[config.mk]
export PLATFORM = sky130hd
export DESIGN_NAME = opb_beep_port
export DESIGN_NICKNAME = d
export VERILOG_FILES = /design/src/rtl/opb_pkg.sv /design/src/rtl/opb_port_latch.sv /design/src/rtl/opb_tone_div.sv /design/src/rtl/opb_pin_drive.sv /design/src/rtl/opb_beep_port.sv
export SDC_FILE = /design/constraint.sdc
export NUM_CORES = 1
export LEC_CHECK = 0
export BUFFER_PORTS_ARGS = -buffer_cell sky130_fd_sc_hd__buf_4
export CELL_PAD_IN_SITES_DETAIL_PLACEMENT = 1
export CELL_PAD_IN_SITES_GLOBAL_PLACEMENT = 1
export CORE_UTILIZATION = 36
export CTS_CLUSTER_DIAMETER = 80
export CTS_CLUSTER_SIZE = 24
export DETAILED_ROUTE_END_ITERATION = 12
export PLACE_DENSITY = 0.75
export SYNTH_ARGS = -nofsm -noshare
export SYNTH_HDL_FRONTEND = slang
export SYNTH_HIERARCHICAL = 1
export SYNTH_SLANG_ARGS = --single-unit
[constraint.sdc]
create_clock -name clk -period 4.89 [get_ports clk]
set_clock_uncertainty 0.15 [all_clocks]
set_input_delay 0.2445 -clock clk [delete_from_list [all_inputs] [get_ports clk]]
set_output_delay 0.2445 -clock clk [all_outputs]
set_load 0.02 [all_outputs]
[src/rtl/opb_pkg.sv]
package opb_pkg;

  typedef enum logic {
    PIN_LATCHED = 1'b0,
    PIN_TONE    = 1'b1
  } pin_fn_e;

  localparam int unsigned PIN_COUNT = 2;
  localparam int unsigned TONE_PIN  = 0;
  localparam int unsigned CTL_W     = 3;

  function automatic int unsigned max_div(input int unsigned a, input int unsigned b);
    return (a > b) ? a : b;
  endfunction

endpackage

[src/rtl/opb_port_latch.sv]
module opb_port_latch
  import opb_pkg::*;
(
  input  logic                 clk,
  input  logic                 rst_n,
  input  logic                 out_wr,
  input  logic [PIN_COUNT-1:0] out_data,
  input  logic                 beep_wr,
  input  logic [CTL_W-1:0]     beep_ctl,
  input  logic                 backup,
  output logic [PIN_COUNT-1:0] latch_q,
  output pin_fn_e              fn_q,
  output logic                 code_hi_q,
  output logic                 float_q,
  output logic                 tone_clr
);

  logic [PIN_COUNT-1:0] latch_d;
  pin_fn_e              fn_d;
  logic                 code_hi_d;
  logic                 float_d;
  logic                 latch_en;
  logic                 cmd_en;

  assign latch_en = out_wr;
  assign cmd_en   = beep_wr;
  assign tone_clr = beep_wr && beep_ctl[2];

  always_comb begin
    latch_d   = latch_q;
    fn_d      = fn_q;
    code_hi_d = code_hi_q;
    float_d   = float_q;
    if (latch_en) begin
      latch_d = out_data;
    end
    if (cmd_en) begin
      fn_d      = beep_ctl[2] ? PIN_TONE : PIN_LATCHED;
      code_hi_d = (beep_ctl[1:0] != 2'b00);
    end
    if (backup) begin
      float_d = 1'b1;
    end else if (latch_en || cmd_en) begin
      float_d = 1'b0;
    end
  end

  always_ff @(posedge clk or negedge rst_n) begin
    if (!rst_n) begin
      latch_q   <= '1;
      fn_q      <= PIN_LATCHED;
      code_hi_q <= 1'b0;
      float_q   <= 1'b0;
    end else begin
      latch_q   <= latch_d;
      fn_q      <= fn_d;
      code_hi_q <= code_hi_d;
      float_q   <= float_d;
    end
  end

endmodule

[src/rtl/opb_tone_div.sv]
module opb_tone_div
  import opb_pkg::*;
#(
  parameter int unsigned DIV_LO = 50,
  parameter int unsigned DIV_HI = 25
) (
  input  logic clk,
  input  logic rst_n,
  input  logic tick,
  input  logic clr,
  input  logic run,
  input  logic sel_hi,
  output logic tone_low
);

  localparam int unsigned DIV_MAX = max_div(DIV_LO, DIV_HI);
  localparam int unsigned CNT_W   = (DIV_MAX > 2) ? $clog2(DIV_MAX) : 1;
  localparam logic [CNT_W-1:0] LAST_LO = CNT_W'(DIV_LO - 1);
  localparam logic [CNT_W-1:0] LAST_HI = CNT_W'(DIV_HI - 1);
  localparam logic [CNT_W-1:0] HALF_LO = CNT_W'(DIV_LO / 2);
  localparam logic [CNT_W-1:0] HALF_HI = CNT_W'(DIV_HI / 2);

  logic [CNT_W-1:0] cnt_q;
  logic [CNT_W-1:0] cnt_d;
  logic [CNT_W-1:0] last;
  logic [CNT_W-1:0] half;
  logic             cnt_en;

  assign last   = sel_hi ? LAST_HI : LAST_LO;
  assign half   = sel_hi ? HALF_HI : HALF_LO;
  assign cnt_en = clr || (run && tick);

  always_comb begin
    cnt_d = cnt_q;
    if (clr) begin
      cnt_d = '0;
    end else if (run && tick) begin
      cnt_d = (cnt_q >= last) ? '0 : cnt_q + 1'b1;
    end
  end

  always_ff @(posedge clk or negedge rst_n) begin
    if (!rst_n) begin
      cnt_q <= '0;
    end else if (cnt_en) begin
      cnt_q <= cnt_d;
    end
  end

  assign tone_low = run && (cnt_q < half);

endmodule

[src/rtl/opb_pin_drive.sv]
module opb_pin_drive
  import opb_pkg::*;
(
  input  logic [PIN_COUNT-1:0] latch_q,
  input  pin_fn_e              fn_q,
  input  logic                 tone_low,
  input  logic                 float_q,
  input  logic                 backup,
  output logic [PIN_COUNT-1:0] pin_pull
);

  logic released;

  assign released = float_q || backup;

  for (genvar i = 0; i < PIN_COUNT; i++) begin : g_pin
    if (i == TONE_PIN) begin : g_tone
      assign pin_pull[i] = !released &&
                           ((fn_q == PIN_TONE) ? tone_low : !latch_q[i]);
    end else begin : g_plain
      assign pin_pull[i] = !released && !latch_q[i];
    end
  end

endmodule

[src/rtl/opb_beep_port.sv]
module opb_beep_port
  import opb_pkg::*;
#(
  parameter int unsigned DIV_LO = 50,
  parameter int unsigned DIV_HI = 25
) (
  input  logic       clk,
  input  logic       rst_n,
  input  logic       tick,
  input  logic       out_wr,
  input  logic [1:0] out_data,
  input  logic       beep_wr,
  input  logic [2:0] beep_ctl,
  input  logic       backup,
  output logic [1:0] pin_pull
);

  logic [1:0]           rst_sync_q;
  logic                 rst_sync_n;
  logic [PIN_COUNT-1:0] latch_q;
  pin_fn_e              fn_q;
  logic                 code_hi_q;
  logic                 float_q;
  logic                 tone_clr;
  logic                 tone_low;

  always_ff @(posedge clk or negedge rst_n) begin
    if (!rst_n) begin
      rst_sync_q <= 2'b00;
    end else begin
      rst_sync_q <= {rst_sync_q[0], 1'b1};
    end
  end
  assign rst_sync_n = rst_sync_q[1];

  opb_port_latch u_latch (
    .clk       (clk),
    .rst_n     (rst_sync_n),
    .out_wr    (out_wr),
    .out_data  (out_data),
    .beep_wr   (beep_wr),
    .beep_ctl  (beep_ctl),
    .backup    (backup),
    .latch_q   (latch_q),
    .fn_q      (fn_q),
    .code_hi_q (code_hi_q),
    .float_q   (float_q),
    .tone_clr  (tone_clr)
  );

  opb_tone_div #(
    .DIV_LO (DIV_LO),
    .DIV_HI (DIV_HI)
  ) u_div (
    .clk      (clk),
    .rst_n    (rst_sync_n),
    .tick     (tick),
    .clr      (tone_clr),
    .run      (fn_q == PIN_TONE),
    .sel_hi   (code_hi_q),
    .tone_low (tone_low)
  );

  opb_pin_drive u_drive (
    .latch_q  (latch_q),
    .fn_q     (fn_q),
    .tone_low (tone_low),
    .float_q  (float_q),
    .backup   (backup),
    .pin_pull (pin_pull)
  );

endmodule

# Yosys cells after proc, flatten, opt, wreduce, memory -nomap -nowiden
# Index checks and enable logic that the tools add are counted.
# totals
register_bits,13
in_bits,11
output_inout_bits,2
# classes
add_sub_neg,1
magnitude_cmp,2
mux,9
n_reduce_logical,15
# op_table
cell,n
$mux 6,4
$add 6x1->6 const B,1
$ge 6x6->1,1
$lt 6x6->1,1
$reduce_bool 2->1,3
$logic_and 1x1->1,5
$mux 5,1
$mux 1,4
$logic_not 1->1,3
$logic_or 1x1->1,3
$reduce_and 2->1,1

# Longest topological paths before layout
# Gate-level depths: netlist of the first run.
# depth
ltp_word,5
mapped_depth,8
mapped_depth_nobuf,8

# Cells and area by module
# The synthesis of the first run kept the hierarchy.
# modules_own_cells
mod,seq_area_each_um2,cells_per_inst,n_inst,area_each_um2
opb_tone_div,150.1,44,1,444.2
opb_port_latch,127.6,14,1,196.4
opb_beep_port,50.0,3,1,53.8
opb_pin_drive,0.0,4,1,27.5

# Worst setup path after synthesis of the first run
# No wires, ideal clock.
# synth_timing
path_kind,register to register
from,register u_latch.code_hi_q
to,register u_div.cnt_q[4]
stages_incl_launch_ff,7
slack_ns,2.850
arrival_time_ns,1.808
setup_time_ns,0.082
path_buffers,0
required_ns,4.658
path_cell_list,dfrtp_1 -> inv_1 -> ha_1 -> or4b_4 -> a211oi_4 -> a41oi_1 -> a31oi_1
# synth_between
elab_chain_cells,5
# synth_rtl
element,line,source
start: declaration,opb_port_latch.sv:13,"output logic code_hi_q,"
start signal: assignment,opb_port_latch.sv:57,code_hi_q <= code_hi_d;
$mux 6,opb_tone_div.sv:29,assign last = sel_hi ? LAST_HI : LAST_LO;
$ge 6x6->1,opb_tone_div.sv:38,cnt_d = (cnt_q >= last) ? '0 : cnt_q + 1'b1;
$mux 6,opb_tone_div.sv:38,
$mux 6,opb_tone_div.sv:37,end else if (run && tick) begin
$mux 6,opb_tone_div.sv:35,if (clr) begin
end signal: assignment,opb_tone_div.sv:46,cnt_q <= cnt_d;
end: declaration,opb_tone_div.sv:23,logic [CNT_W-1:0] cnt_q;
# Every way passes these cells. The select of a mux whose other input is x is not followed.
# A chain may end at the register's enable or synchronous reset.

# Worst setup path after layout of the first run
# layout_timing
from,register u_latch.code_hi_q
to,output port pin_pull[0]
# layout_between
elab_chain_cells,5
# layout_rtl
element,line,source
$mux 5,opb_tone_div.sv:30,assign half = sel_hi ? HALF_HI : HALF_LO;
$lt 6x6->1,opb_tone_div.sv:50,assign tone_low = run && (cnt_q < half);
$logic_and 1x1->1,opb_tone_div.sv:50,
net tone_low,opb_beep_port.sv:25,logic tone_low;
$mux 1,opb_pin_drive.sv:19,((fn_q == PIN_TONE) ? tone_low : !latch_q[i]);
$logic_and 1x1->1,opb_pin_drive.sv:18,assign pin_pull[i] = !released &&
end: declaration,opb_beep_port.sv:15,output logic [1:0] pin_pull
# The timed path passes the listed nets, and every way through them passes these cells.

==> results of run 1 <==
## stage by stage
stage / cell area [sq um] / hold WS, ns / setup slack (ns) / util / power, mW
floorplan: 722 / -0.201 / 2.85 / - / 0.167
global placement: 843 / -0.123 / 2.75 / 0.468 / 0.186
detailed placement: 843 / -0.121 / 2.68 / 0.468 / 0.189
CTS: 880 / 0.0196 / 2.44 / 0.488 / 0.258
global route: 880 / 0.0155 / 2.20 / 0.488 / 0.271
finish: 880 / 0.0279 / 2.47 / 0.488 / 0.253
## flip-flops by register name, summed over array words and instances, names as in the netlist
signal,cells
u_latch/code_hi_q,1
rst_sync_q,2
u_latch/latch_q,2
u_latch/float_q,1
u_latch/fn_q,1
u_div/cnt_q,6
## cell usage in the layout (no fill, tap or decap), types with 3 or more instances in the layout
cell type   n
clkbuf_4    3
nor2_1      4
a21oi_1     3
buf_4      12
inv_1       3
ha_1        6
nand2_1     5
o21ai_0     3
dfrtp_1    11
## Yosys cell counts (all sizes together)
cell | count | area share
a211oi | 3 | 0.055
mux2 | 4 | 0.068
nand2b | 2 | 0.017
nor4b | 1 | 0.012
dfrtp | 11 | 0.38
a2111oi | 1 | 0.012
conb | 1 | 0.0052
a21o | 1 | 0.010
and3 | 2 | 0.019
nor3 | 1 | 0.0069
inv | 3 | 0.016
a22o | 2 | 0.024
or2 | 1 | 0.0087
xnor2 | 1 | 0.012
dfstp | 2 | 0.073
a21oi | 3 | 0.021
ha | 6 | 0.10
nand2 | 5 | 0.026
nor2 | 4 | 0.021
or4b | 1 | 0.019
nand3 | 2 | 0.014
a31oi | 2 | 0.017
a41oi | 1 | 0.012
and2 | 1 | 0.010
a311o | 1 | 0.014
o21ai | 3 | 0.021
## final timing paths
path	from	endpoint	slack [ns]	cells after the start
max in group asynchronous	rst_sync_q[1]	u_latch/latch_q[0]	4.21	0
worst max register to register	u_latch/code_hi_q	u_div/cnt_q[4]	2.66	6
worst min register to register	rst_sync_q[1]	u_latch/float_q	0.04	0
worst min-delay path	backup	u_latch/float_q	0.03	2
min in group asynchronous	rst_sync_q[1]	u_latch/float_q	0.04	0
worst max-delay path	u_latch/code_hi_q	pin_pull[0]	2.47	8
## per-layer routing
metal	track usage	up-vias
met5	0	-
met4	0.0457	0
met3	0.0577	4
met2	0.361	14
met1	0.192	295
li1	-	275
## cell type report
| type | count | area share |
|---|---|---|
| well taps | 25 | 0.0356 |
| repair buffers | 13 | 0.114 |
| inverters | 3 | 0.0128 |
| flip-flops and latches | 13 | 0.373 |
| multi-input cells | 49 | 0.435 |
| clock buffers | 4 | 0.0299 |
## power groups by stage
| stage | clock network [mW] | logic [mW] | registers, mW |
|---|---|---|---|
| 2_1_floorplan | 0 | 0.0355 | 0.131 |
| 3_3_place_gp | 0 | 0.0509 | 0.135 |
| 3_5_place_dp | 0 | 0.0529 | 0.136 |
| 4_1_cts | 0.0699 | 0.0542 | 0.134 |
| 5_1_grt | 0.0739 | 0.0610 | 0.136 |
| 6_report | 0.0656 | 0.0533 | 0.134 |
## what timing repair did
item                                   4_1_cts  5_1_grt
endpoints found under the hold margin        2        0
gates resized for setup                      0        0
hold buffers                                 1        0
## cells by family after synthesis
kind of cell,count (synthesis),synth area share
adder cells (fa/ha/maj),6,0.104
buffers and inverters,3,0.0156
XOR/XNOR,1,0.0121
other,1,0.00519
multiplexers,4,0.0676
AND/OR/NAND/NOR,20,0.154
AO/OA/AOI/OAI,17,0.187
flip-flops,13,0.454
## critical path, stage by stage, from the launching register on
cell and delay (ns):
dfrtp_1 0.40, inv_1 0.10, ha_1 0.30, a21oi_1 0.17, nor2_1 0.06, nor4b_1 0.25
nand2_1 0.12, a211oi_2 0.19, buf_4 0.17
==> qor.txt, run 1 <==
Routed wire per std cell: 15.4 um
Unrepaired setup endpoints after global routing: false
Mean cell area of the mapped netlist: 11.1 sq um
Antenna-violating nets left: 0
CTS tree: built
Largest net degree at the start of global routing: 12
Clk Latency, worst-skew pair: 0.27 ns
Type of the tightest min-delay check: input pin to register
First-pass GRT wire length: 2800 um
Clock share of power: 0.259
Max_cap viols: 0
Netlist cell types: 31
Logic pwr share: 0.211
Outcome: finished clean
Pwr Density: 287 nW/um^2
Switching share of total power: 0.295
H-tree levels: 1
Drt via density: 5.50
Gr ovfl total: 0
Worst Path Class, Setup: register to primary output
Layout cells sized above 1: 0.293
Number of global-route vias before repair: 661
Metal2 WL: 891 um
Psw: 74.7 uW
Post-Synthesis Cells: 65
Setup TNS: 0 ns
Initial core utilization: 0.401
Final hold violation count: 0
Top sig layer: met4
Met3 wire length: 68 um
Die span in y: 46.8 um
Crit end category: primary output
Initial antenna violation count: 0
CTS buffer count: 3
Setup bufs post-CTS: 0
Setup Viol. Count Final: 0
Synth Register Bits: 13
Final HPWL DP: 1310 um
Max-slew violations: 0
CTS max path bufs: 2
Fmax: 412 MHz
Leak: 0.411 nW
Routability cong.: 0.787
Core Area: 1800 sq um
Setup crit start kind: register
Area of the die: 2190 sq um
Synth Cell Area: 722 sq um
Site Rows: 15
# clock sinks: 13
Met1 Wirelength: 672 um
Crit path time final: 2.42 ns
Area occupied by multi-input gates: 383 sq um
Final Non-Filler Cells: 107
Via count: 588
Final #Nets: 100
VDD IR max: 0.168 mV
DRC Markers: 0
Seq pwr share: 0.530
Post-synthesis sequential area ratio: 0.454
Crit path max fanout: 4
Drt total wl: 1650 um
Net Count, Synth: 82
WP data required: 4.50 ns
Root buf cell: clkbuf_4
YS warnings: 6
Clock-pin slew on the worst setup and hold paths: 0.08 ns
Port buffer count: 12
DP Cell Count: 102
Initial DRC count: 6
# diodes: 0
I/O Pins: 13
DIE WIDTH: 46.8 um
Area grow syn2layout: 21.8%
Tot GR Track Use: 0.186
Final period util: 0.496
Fillers: 218
Internal: 178 uW
First-pass DRT Iterations: 3
CP arrival: 2.03 ns
Sequential cell area: 328 sq um
Note: power is estimated with default switching activity, not from simulation.
==> inputs of run 2 (changes only) <==
--- a/config.mk
+++ b/config.mk
@@ -12,7 +12,7 @@
 export CTS_CLUSTER_DIAMETER = 80
 export CTS_CLUSTER_SIZE = 24
 export DETAILED_ROUTE_END_ITERATION = 12
-export PLACE_DENSITY = 0.75
+export PLACE_DENSITY = 0.78
 export SYNTH_ARGS = -nofsm -noshare
 export SYNTH_HDL_FRONTEND = slang
 export SYNTH_HIERARCHICAL = 1
==> constraint.sdc (replaced) <==
create_clock -name clk -period 2.2 [get_ports clk]
set_clock_uncertainty 0.15 [all_clocks]
set_input_delay 0.11 -clock clk [delete_from_list [all_inputs] [get_ports clk]]
set_output_delay 0.11 -clock clk [all_outputs]
set_load 0.02 [all_outputs]
==> run 2 against run 1 <==
The flow now finishes with violations (negative setup slack). Global-route usage rose by 0.41 points. Combinational power rose to 3.2 times the previous value. Sequential power rose by 120%. Largest cell class unchanged. Worst hold slack improved by 0.013 ns. Power rose by 150%. Via count rose by 8.3%. Critical path depth fell by 1. Register-to-register slack got worse by 2.7 ns. Sequential share of layout area fell by 6.0 points.
==> qor.txt, run 2 (same netlist as run 1, synthesis figures left out) <==
Outcome: finished with violations
Failing checks: negative setup slack
Largest stage delay, worst path: 0.47 ns (+0.07 ns)
DIE WIDTH: 46.8 um (unchanged)
Unrepaired setup endpoints after global routing: true
Fin Hold WS: 0.0409 ns (+0.0129 ns)
Worst Path Class, Setup: register to primary output
Crit-path cells: ha_1 > a21oi_2 > nor2_1 > nor4b_2 > nand2_1 > a211oi_2 > buf_4
Port buffer count: 12 (unchanged)
Crit end category: primary output
CTS tree: built
Max_cap viols: 0 (unchanged)
Drt total wl: 2030 um (+23%)
Largest net degree at the start of global routing: 12 (unchanged)
Max reg flops: 6 (unchanged)
Max-slew violations: 0 (unchanged)
Final period util: 1.05
Setup TNS: -0.125 ns (-0.125 ns)
Drt via density: 5.26 (-4.2%)
Die span in y: 46.8 um (unchanged)
Type of the tightest min-delay check: input pin to register
Final HPWL DP: 1190 um (-9.5%)
Crit path max fanout: 7 (+3)
Layout cells sized above 1: 0.385 (+0.0927)
Gr ovfl total: 0 (unchanged)
Most frequent cells in the layout: 16 x buf_4, 10 x dlygate4sd3_1, 10 x dfrtp_1, 5 x nand2_1, 5 x ha_1
Site Rows: 15 (unchanged)
Clk Latency, worst-skew pair: 0.27 ns (about the same)
VDD IR max: 0.493 mV (+190%)
Worst path bufs/invs: 1 (-1)
Final worst slack: -0.103 ns (-2.57 ns)
Setup crit start kind: register
# clock sinks: 13 (unchanged)
Largest regs: u_div/cnt_q x6, rst_sync_q x2, u_latch/latch_q x2
I/O Pins: 13 (unchanged)
Area occupied by multi-input gates: 422 sq um (+10%)
Initial core utilization: 0.401 (unchanged)
Area of the die: 2190 sq um (unchanged)
Setup Viol. Count Final: 2 (+2)
Clock-pin slew on the worst setup and hold paths: 0.09 ns (about the same)
Via count: 637 (+8.3%)
Final #Nets: 114 (+14%)
Initial DRC count: 4 (-2)
Number of global-route vias before repair: 652 (-1.4%)
Routed wire per std cell: 16.8 um (+8.6%)
WP data required: 1.94 ns (-2.56 ns)
Antenna-violating nets left: 0 (unchanged)
DRC Markers: 0 (unchanged)
Crit path time final: 2.30 ns
CP max-delay cell: dfrtp_2
Final hold violation count: 0 (unchanged)
Most common cell after layout, fill and taps aside: buf_4
Routability cong.: 0.808 (+2.6%)
Fmax: 434 MHz
Overall power: 621 uW (+150%)
Fillers: 205 (-6.0%)
Area grow syn2layout: 45.6%
First-pass GRT wire length: 2850 um (+1.7%)
H-tree levels: 1 (unchanged)
Sequential cell area: 329 sq um (+0.38%)
CP arrival: 2.04 ns (about the same)
Initial antenna violation count: 0 (unchanged)
# diodes: 0 (unchanged)
CTS max path bufs: 2 (unchanged)
CP delay by family, top: flip-flops
CTS buffer count: 3 (unchanged)
Root buf cell: clkbuf_4
Tot GR Track Use: 0.190 (+0.00405)
Core Area: 1800 sq um (unchanged)
Pwr Density: 591 nW/um^2 (+110%)
First-pass DRT Iterations: 4 (+1)
Leak: 0.480 nW (+17%)
Biggest register: u_div/cnt_q
-- run 2: path summary, 6_finish.rpt --
| check | from | to | slack, ns | cells after the start |
|---|---|---|---|---|
| max | u_div/cnt_q[2] | pin_pull[0] | -0.10 | 7 |
| min | out_wr | u_latch/float_q | 0.04 | 3 |
| max reg2reg | u_div/cnt_q[0] | u_div/cnt_q[4] | -0.02 | 6 |
| min reg2reg | rst_sync_q[1] | u_div/cnt_q[0] | 0.05 | 0 |
| max in group asynchronous | rst_n | rst_sync_q[1] | 1.28 | 3 |
| min in group asynchronous | rst_sync_q[1] | u_div/cnt_q[0] | 0.05 | 0 |
-- run 2: repair_timing --
action,4_1_cts,5_1_grt
setup endpoints to repair,1,4
pin swaps,0,4
gates cloned,0,0
hold buffers,9,1
buffers inserted,0,4
hold endpoints to repair,7,2
resized for setup,5,7
-- run 2: metal layers --
layer,global-route usage,up-vias,part of all wire
met5,0,-,0
met4,0.0686,0,0.018
met3,0.0538,4,0.039
met2,0.339,16,0.51
met1,0.216,316,0.43
li1,-,301,-
-- run 2: metrics by stage --
step,util,cell area [sq um],setup slack [ns],cells
3_5_place_dp,0.472,851,0.0392,103
5_1_grt,0.583,1050,-0.201,121
3_3_place_gp,0.472,851,0.128,103
4_1_cts,0.545,982,-0.00723,116
2_1_floorplan,-,722,0.160,65
6_report,0.583,1050,-0.103,121
-- run 2: power breakdown --
group	switching [mW]	leakage (nW)	internal, mW
clock	0.0806	0.0150	0.0701
sequential	0.0347	0.154	0.266
combinational	0.0768	0.311	0.0927
total	0.192	0.480	0.429
-- run 2: worst register-to-register path, delay by kind of cell (launching register included) --
family	cells	cell delay, ns
flops	1	0.41
simple gates	1	0.55
buf+inv	1	0.10
fa+ha+maj	1	0.20
compound gates	3	0.74
-- run 2: area by class of cell --
type                       count  share of cell area
multi-input combinational     49               0.401
sequential                    13               0.313
timing repair buffer          27               0.220
tap                           25              0.0298
clock buffer                   4              0.0250
inverter                       3              0.0107
==> inputs of run 3 (changes only) <==
==> constraint.sdc (replaced) <==
create_clock -name clk -period 2 [get_ports clk]
set_clock_uncertainty 0.15 [all_clocks]
set_input_delay 0.1 -clock clk [delete_from_list [all_inputs] [get_ports clk]]
set_output_delay 0.1 -clock clk [all_outputs]
set_load 0.02 [all_outputs]
==> run 3 against run 2 <==
The flow still finishes with violations (negative setup slack). Via count rose by 5.3%. Sequential share of layout area decreased by 1.9 points. Highest routed layer unchanged. Critical path type unchanged. Non-clock buffer count grew 8. Sequential power grew 7.6%. Utilization is 3.6 points higher. Critical path depth increased by 2. Worst setup slack got worse by 0.043 ns.
==> qor.txt, run 3 (same netlist as run 1, synthesis figures left out) <==
Outcome: finished with violations
Failing checks: negative setup slack
Internal: 491 uW (+14%)
Most common cell after layout, fill and taps aside: buf_4
Psw: 225 uW (+17%)
Number of global-route vias before repair: 759 (+16%)
Setup Viol. Count Final: 7 (+5)
WP data required: 1.75 ns (-0.19 ns)
Area of the die: 2190 sq um (unchanged)
Drt total wl: 2370 um (+17%)
Logic pwr share: 0.314 (+0.041)
First-pass GRT wire length: 3550 um (+24%)
Crit end category: primary output
Final hold violation count: 0 (unchanged)
Place WS: -0.147 ns (-0.186 ns)
Worst Path Class, Setup: register to primary output
DP Cell Count: 110 (+6.8%)
Biggest register: u_div/cnt_q
VDD IR max: 0.361 mV (-27%)
Final HPWL DP: 1400 um (+18%)
DIE WIDTH: 46.8 um (unchanged)
Tot GR Track Use: 0.245 (+0.0551)
Final worst slack: -0.146 ns (-0.0431 ns)
Final Non-Filler Cells: 129 (+6.6%)
Most frequent cells in the layout: 22 x buf_4, 11 x dlygate4sd3_1, 11 x dfrtp_1, 5 x nand2_1, 4 x ha_1
Crit path time final: 2.15 ns
Fmax: 466 MHz
Pwr Density: 642 nW/um^2 (+8.6%)
# diodes: 0 (unchanged)
Max_cap viols: 0 (unchanged)
Port buffer count: 12 (unchanged)
Clock share of power: 0.233 (-0.010)
Core Area: 1800 sq um (unchanged)
Die span in y: 46.8 um (unchanged)
CTS max path bufs: 2 (unchanged)
Routed wire per std cell: 18.4 um (+9.7%)
H-tree levels: 1 (unchanged)
CTS tree: built
Initial antenna violation count: 0 (unchanged)
Clock-pin slew on the worst setup and hold paths: 0.09 ns (about the same)
CTS buffer count: 3 (unchanged)
Fin Hold WS: 0.0417 ns (+0.000800 ns)
Site Rows: 15 (unchanged)
Antenna-violating nets left: 0 (unchanged)
Initial DRC count: 5 (+1)
Clk Latency, worst-skew pair: 0.28 ns (about the same)
Leak: 0.515 nW (+7.5%)
Overall power: 716 uW (+15%)
Worst R2R Path Depth: 7 (+1)
CP arrival: 1.90 ns (-0.14 ns)
Setup crit start kind: register
Gr ovfl total: 0 (unchanged)
Final core utilization: 0.619 (+0.0361)
Unrepaired setup endpoints after global routing: true
Final #Nets: 122 (+7.0%)
First-pass DRT Iterations: 4 (unchanged)
Max reg flops: 6 (unchanged)
Drt via density: 5.20 (-1.2%)
I/O Pins: 13 (unchanged)
Via count: 671 (+5.3%)
Final period util: 1.07
Routability cong.: 0.835 (+3.5%)
DRC Markers: 0 (unchanged)
Seq pwr share: 0.453 (-0.032)
Root buf cell: clkbuf_4
Largest net degree at the start of global routing: 12 (unchanged)
Crit path max fanout: 2 (-5)
Layout cells sized above 1: 0.413 (+0.0280)
Type of the tightest min-delay check: register to async pin
# clock sinks: 13 (unchanged)
Area grow syn2layout: 54.6%
Initial core utilization: 0.401 (unchanged)
Largest regs: u_div/cnt_q x6, rst_sync_q x2, u_latch/latch_q x2
Switching share of total power: 0.314 (+0.00517)
Max-slew violations: 0 (unchanged)
==> run 3: worst paths after layout <==
check                             startpoint              to  slack, ns
min in group clk                        tick  u_div/cnt_q[2]       0.16
max in group asynchronous              rst_n   rst_sync_q[0]       1.05
setup / recovery           u_latch/code_hi_q     pin_pull[0]      -0.15
setup reg to reg           u_latch/code_hi_q  u_div/cnt_q[3]      -0.13
hold / removal                 rst_sync_q[1]  u_div/cnt_q[1]       0.04
hold reg to reg                rst_sync_q[1]  u_div/cnt_q[1]       0.04
==> run 3: critical path: stages (launching register included) <==
cell and delay [ns]:
dfrtp_1 0.40, inv_2 0.07, buf_6 0.10, ha_4 0.18
a21oi_2 0.12, nor2_2 0.06, nor4b_2 0.20, nand2_1 0.10
a211oi_2 0.19, buf_4 0.17
==> run 3: per-layer routing <==
layer  global-route usage  wire length [um]  up-vias
met5                    0                 0        -
met3               0.0731                88        2
met4               0.0343                14        0
met2                0.483              1320       12
met1                0.260               947      337
li1                     -                 -      320
==> run 3: final cells by class <==
| cell class | count | area (sq um) |
|---|---|---|
| Multi-Input combinational cell | 49 | 420 |
| Clock buffer | 3 | 22.5 |
| Inverter | 3 | 11.3 |
| Sequential cell | 13 | 328 |
| Timing Repair Buffer | 35 | 298 |
| Clock inverter | 1 | 5.00 |
| Tap cell | 25 | 31.3 |
| Fill cell | 196 | 686 |
==> run 3: metrics by stage <==
stage / setup TNS [ns] / instance area, sq um
2_1_floorplan: -0.0402 / 722
3_3_place_gp: -0.000658 / 903
3_5_place_dp: -0.279 / 903
4_1_cts: -0.669 / 1090
5_1_grt: -1.10 / 1120
6_report: -0.505 / 1120
==> run 3: power groups by stage <==
stage / clock [mW] / sequential (mW) / combinational, mW
2_1_floorplan: 0 / 0.321 / 0.0868
3_3_place_gp: 0 / 0.323 / 0.157
3_5_place_dp: 0 / 0.325 / 0.168
4_1_cts: 0.173 / 0.324 / 0.210
5_1_grt: 0.188 / 0.328 / 0.246
6_report: 0.167 / 0.324 / 0.225
==> run 3: what timing repair did <==
| item | CTS | global route |
|---|---|---|
| hold buffers | 11 | 0 |
| buffers inserted | 3 | 1 |
| resized for setup | 8 | 2 |
| setup endpoints to repair | 7 | 7 |
| endpoints found under the hold margin | 7 | 0 |
| pin swaps | 8 | 5 |
